$ cat src/rtl/bf_pkg.sv
package bf_pkg;
  typedef struct packed {
    logic clearCount;
    logic incCount;
    logic loadTrip;
    logic tripValue;
  } bfStrobes_t;
endpackage

$ cat src/rtl/bf_datapath.sv
module bf_datapath #(
  parameter int CNT_W = 16
) (
  input  logic             clk,
  input  logic             rst,
  input  bf_pkg::bfStrobes_t strobes,
  input  logic [CNT_W-1:0] pickupCycles,
  output logic             atPickup
);
  localparam logic [CNT_W-1:0] CNT_MAX = {CNT_W{1'b1}};

  logic [CNT_W-1:0] tickCount;

  always_ff @(posedge clk) begin
    if (rst || strobes.clearCount) begin
      tickCount <= '0;
    end else if (strobes.incCount && tickCount != CNT_MAX) begin
      tickCount <= tickCount + 1'b1;
    end
  end

  assign atPickup = (tickCount >= pickupCycles);
endmodule

$ cat src/rtl/bf_ctrl.sv
module bf_ctrl (
  input  logic               clk,
  input  logic               rst,
  input  logic               initiate,
  input  logic               closedContact,
  input  logic               phaseCur,
  input  logic               groundCur,
  input  logic               supervisionEn,
  input  logic               sealInEn,
  input  logic               cycleTick,
  input  logic               atPickup,
  output bf_pkg::bfStrobes_t strobes,
  output logic               schemeVar,
  output logic               failTrip
);
  logic breakerClosed;
  logic requestTerm;
  logic schemeNext;

  // Closed evidence: either current flag, or the contact when supervised.
  assign breakerClosed = phaseCur | groundCur | (supervisionEn & closedContact);
  assign requestTerm   = initiate | (sealInEn & schemeVar);
  assign schemeNext    = requestTerm & breakerClosed;

  always_ff @(posedge clk) begin
    if (rst) schemeVar <= 1'b0;
    else     schemeVar <= schemeNext;
  end

  always_comb begin
    strobes.clearCount = ~schemeVar;
    strobes.incCount   = cycleTick & schemeVar & ~atPickup;
    strobes.loadTrip   = cycleTick;
    strobes.tripValue  = schemeVar & atPickup;
  end

  always_ff @(posedge clk) begin
    if (rst)                   failTrip <= 1'b0;
    else if (strobes.loadTrip) failTrip <= strobes.tripValue;
  end
endmodule

$ cat src/rtl/bf_detect.sv
module bf_detect #(
  parameter int CNT_W = 16
) (
  input  logic             clk,
  input  logic             rst,
  input  logic             initiate,
  input  logic             closedContact,
  input  logic             phaseCur,
  input  logic             groundCur,
  input  logic             supervisionEn,
  input  logic             sealInEn,
  input  logic             cycleTick,
  input  logic [CNT_W-1:0] pickupCycles,
  output logic             failTrip
);
  bf_pkg::bfStrobes_t strobes;
  logic atPickup;
  logic schemeVar;

  bf_ctrl u_ctrl (
    .clk          (clk),
    .rst          (rst),
    .initiate     (initiate),
    .closedContact(closedContact),
    .phaseCur     (phaseCur),
    .groundCur    (groundCur),
    .supervisionEn(supervisionEn),
    .sealInEn     (sealInEn),
    .cycleTick    (cycleTick),
    .atPickup     (atPickup),
    .strobes      (strobes),
    .schemeVar    (schemeVar),
    .failTrip     (failTrip)
  );

  bf_datapath #(.CNT_W(CNT_W)) u_dp (
    .clk         (clk),
    .rst         (rst),
    .strobes     (strobes),
    .pickupCycles(pickupCycles),
    .atPickup    (atPickup)
  );
endmodule

$ cat config.mk
export PLATFORM = sky130hd
export DESIGN_NAME = bf_detect
export DESIGN_NICKNAME = d
export VERILOG_FILES = /design/src/rtl/bf_pkg.sv /design/src/rtl/bf_datapath.sv /design/src/rtl/bf_ctrl.sv /design/src/rtl/bf_detect.sv
export SDC_FILE = /design/constraint.sdc
export NUM_CORES = 1
export LEC_CHECK = 0
export CORE_MARGIN = 4
export CORE_UTILIZATION = 47
export DETAILED_ROUTE_END_ITERATION = 7
export PLACE_DENSITY_LB_ADDON = 0.15
export SKIP_LAST_GASP = 1
export SLEW_MARGIN = 30
export SYNTH_ARGS = -nofsm -noshare
export SYNTH_HDL_FRONTEND = slang
export SYNTH_SLANG_ARGS = --single-unit
$ cat constraint.sdc
create_clock -name clk -period 2.5 [get_ports clk]
set_clock_uncertainty 0.15 [all_clocks]
set_input_delay 0.5 -clock clk [delete_from_list [all_inputs] [get_ports clk]]
set_output_delay 0.5 -clock clk [all_outputs]
set_load 0.02 [all_outputs]
==> impl_metrics.xml <==
<?xml version="1.0" encoding="UTF-8"?>
<metrics>
  <group name="floorplanning">
    <metric name="die_width" unit="microns">62.3</metric>
    <metric name="initial_core_util" unit="">0.498</metric>
    <metric name="die_area" unit="sq um">3880</metric>
    <metric name="core-area" unit="sq um">2780</metric>
    <metric name="floorplan.io_pins" unit="">26</metric>
    <metric name="rows" unit="">19</metric>
    <metric name="die_y" unit="microns">62.3</metric>
  </group>
  <group name="placed_design">
    <metric name="dpl-instance-area" unit="sq um">1720</metric>
    <metric name="place.detailed.hpwl" unit="microns">2750</metric>
    <metric name="buffers_on_ports" unit="">25</metric>
    <metric name="place_congestion" unit="">0.877</metric>
  </group>
  <group name="clock_network">
    <metric name="cts_tree" unit="">built</metric>
    <metric name="clock_latency_on_the_worst_skew_pair" unit="ns">0.32</metric>
    <metric name="cts_inserted_buffers" unit="">3</metric>
    <metric name="cts_num_sinks" unit="">18</metric>
    <metric name="clkTransAtPathRegs" unit="ns">0.11</metric>
    <metric name="clock-root-buffer" unit="">clkbuf_4</metric>
    <metric name="cts_htree_levels" unit="">1</metric>
    <metric name="clock_tree.buffer_depth" unit="">2</metric>
    <metric name="postCtsHoldBufs" unit="">0</metric>
  </group>
  <group name="sta">
    <metric name="finalMaxSlewViolations" unit="">0</metric>
    <metric name="number_of_hold_violations_in_the_final_report" unit="">0</metric>
    <metric name="layout_min_cycle_time" unit="ns">2.46</metric>
    <metric name="grt_setup_unrepaired" unit="">yes</metric>
    <metric name="hold_ws" unit="ns">0.357</metric>
    <metric name="period_utilization_post_route" unit="">0.984</metric>
    <metric name="report.final.setup_viol" unit="">0</metric>
    <metric name="timing_worst_slew_pin_value" unit="ns">0.498</metric>
    <metric name="fin_setup_tns" unit="ns">0</metric>
    <metric name="max_freq" unit="MHz">407</metric>
    <metric name="max_slew_margin" unit="">0.667</metric>
  </group>
  <group name="pwr">
    <metric name="power_density" unit="nW/um^2">261</metric>
    <metric name="totalPowerFinal" unit="uW">560</metric>
    <metric name="static-leakage-power" unit="uW">0.000913</metric>
    <metric name="vdd_ir_drop_max" unit="mV">0.297</metric>
  </group>
  <group name="detailed_routing">
    <metric name="wirelength" unit="microns">4300</metric>
    <metric name="via_per_inst" unit="">6.33</metric>
    <metric name="drtPass1Iterations" unit="">4</metric>
    <metric name="final_antenna_net_count" unit="">0</metric>
    <metric name="drcViolationCount" unit="">0</metric>
    <metric name="detail_route.iter0.violations" unit="">66</metric>
    <metric name="post_drt_wl_per_cell" unit="microns">18.0</metric>
    <metric name="vias" unit="">1514</metric>
  </group>
  <group name="setup_path">
    <metric name="cp.arrival" unit="ns">2.57</metric>
    <metric name="crit_path_launch_type" unit="">input pin</metric>
    <metric name="worstReg2RegEnd" unit="">u_dp.tickCount[12]$_SDFFE_PP0P_</metric>
    <metric name="ff2ff_setup_slack" unit="ns">0.08</metric>
    <metric name="crit_end_category" unit="">register</metric>
    <metric name="timing_worst_setup_path_type" unit="">input pin to register</metric>
    <metric name="startpoint" unit="">pickupCycles[7]</metric>
    <metric name="critical_path_required" unit="ns">2.61</metric>
    <metric name="r2r-start" unit="">u_dp.tickCount[0]$_SDFFE_PP0P_</metric>
    <metric name="r2r.worst_path.cells" unit="">9</metric>
    <metric name="critical_path.max_fanout" unit="">7</metric>
  </group>
  <group name="finish">
    <metric name="nets" unit="">252</metric>
    <metric name="num_antenna_cells" unit="">0</metric>
    <metric name="layout-area-overhead-vs-synth" unit="%">54.9</metric>
    <metric name="postLayoutCellArea" unit="sq um">2150</metric>
    <metric name="drive_above_1_share" unit="">0.332</metric>
  </group>
  <group name="yosys">
    <metric name="synth_top_flop_cell" unit="">dfxtp_1</metric>
    <metric name="synth_enable_flop_cells" unit="">0</metric>
    <metric name="syn_avg_cell_area" unit="sq um">8.30</metric>
    <metric name="ys_ff_latch" unit="">18</metric>
    <metric name="synth.distinct_cells" unit="">38</metric>
    <metric name="synth_top_cell_by_area" unit="">dfxtp_1</metric>
    <metric name="synth_seq_area_share" unit="">0.260</metric>
    <metric name="syn-num-nets" unit="">209</metric>
    <metric name="most_used_standard_cells_in_the_synthesized_netlist" unit="">dfxtp_1 (18), inv_1 (18), ha_1 (17)</metric>
    <metric name="ys_async_sr_fraction" unit="">0</metric>
    <metric name="post_synth_instance_area" unit="sq um">1390</metric>
    <metric name="synth.yosys.warnings" unit="">0</metric>
    <metric name="dominant_cells_by_area_after_synthesis" unit="">dfxtp_1 (26%), ha_1 (15%), inv_1 (4.9%), o41ai_1 (4.4%), a21oi_1 (4.3%)</metric>
    <metric name="synth_top_area_share" unit="">0.260</metric>
    <metric name="syn-instance-count" unit="">167</metric>
  </group>
  <group name="global_routing">
    <metric name="grt_overflow" unit="">0</metric>
    <metric name="wire_length_of_the_first_global_routing_pass" unit="microns">6710</metric>
    <metric name="grt_usage" unit="">0.208</metric>
    <metric name="grt_start_max_net_pins" unit="">14</metric>
    <metric name="grt_pass1_vias" unit="">1509</metric>
    <metric name="grt_antenna_before_repair" unit="">0</metric>
  </group>
  <group name="min_path">
    <metric name="hold-path-endpoint" unit="">u_ctrl.failTrip$_SDFFE_PP0P_</metric>
    <metric name="min_path_cells" unit="">2</metric>
    <metric name="hold_path.class" unit="">register to register</metric>
    <metric name="hp-start" unit="">u_ctrl.failTrip$_SDFFE_PP0P_</metric>
  </group>
  <group name="run">
    <metric name="drv_cap" unit="">0</metric>
  </group>
  <group name="outcome">
    <metric name="status" unit="">finished clean</metric>
  </group>
</metrics>
## sequential cells by signal, indices dropped and copies added (netlist names)
register,flops
u_ctrl.failTrip,1
u_ctrl.schemeVar,1
u_dp.tickCount,16
## timing repair
item	CTS	global route
pin swaps	30	24
buffers inserted	4	4
endpoints found under the hold margin	0	0
gates resized for setup	29	40
setup endpoints to repair	14	16
gates cloned	1	0
## stage by stage
stage,cells,util,setup slack [ns]
2_1_floorplan,167,-,0.0514
3_3_place_gp,227,0.617,-0.449
3_5_place_dp,227,0.617,-0.564
4_1_cts,235,0.695,0.000644
5_1_grt,239,0.772,-0.0543
6_report,239,0.772,0.0410
## layer usage
metal  up-vias  global-route usage  part of all wire
met1       727               0.224              0.40
met3        11              0.0541             0.055
li1        716                   -                 -
met2        60               0.378              0.52
met4         0              0.0849             0.026
met5         -                   0                 0
## cell families after synthesis
group                      synth area share
muxes                               0.00722
and+or+nand+nor                       0.278
xor gates and xnor gates             0.0126
DFF                                   0.260
buffers and inverters                0.0577
AOI/OAI and AO/OA                     0.231
adders and majority gates             0.153
## worst max-delay path by stage
stage | end | slack [ns]
floorplan | u_dp.tickCount[13]$_SDFFE_PP0P_ | 0.05
global placement | u_dp.tickCount[5]$_SDFFE_PP0P_ | -0.45
detailed placement | u_dp.tickCount[5]$_SDFFE_PP0P_ | -0.56
CTS | u_dp.tickCount[6]$_SDFFE_PP0P_ | 0.0006
global route | u_dp.tickCount[5]$_SDFFE_PP0P_ | -0.05
finish | u_dp.tickCount[5]$_SDFFE_PP0P_ | 0.04
## where the power goes
part / internal (uW) / leakage, uW / total (uW) / switching, uW
clock network: 56.6 / 0.0000138 / 161 / 104
registers: 288 / 0.000146 / 289 / 1.34
logic: 60.5 / 0.000753 / 110 / 49.8
## layout by cell type (no fill, tap or decap), types with 3 or more instances in the layout
master and instances:
or3_1 7, ha_1 5, clkdlybuf4s50_1 10, nor2_1 7, dfxtp_1 17, o41ai_2 3
nand4_1 8, nand3_1 7, a21oi_1 10, o311ai_2 3, o21ai_0 5, dlymetal6s2s_1 11
inv_1 8, ha_4 10, buf_6 3, nand2_1 11, dlygate4sd2_1 3, clkbuf_4 3
inv_2 10, nand2b_1 8, buf_4 11
## cell type report
| class | instances | area (sq um) |
|---|---|---|
| fillers | 199 | 634 |
| flip-flops and latches | 18 | 362 |
| repair buffers | 40 | 405 |
| clock buffers | 3 | 22.5 |
| well taps | 31 | 38.8 |
| multi-input cells | 129 | 1250 |
| inverters | 18 | 67.6 |
## worst max-delay path, stage by stage
cell and delay (ns):
clkdlybuf4s50_1 0.47, inv_2 0.05, ha_4 0.23, nand4_1 0.09, o211ai_1 0.13, a21oi_4 0.33, nand3_4 0.20, or3_4 0.43
a21oi_2 0.12
Note: power is estimated with default switching activity, not from simulation.
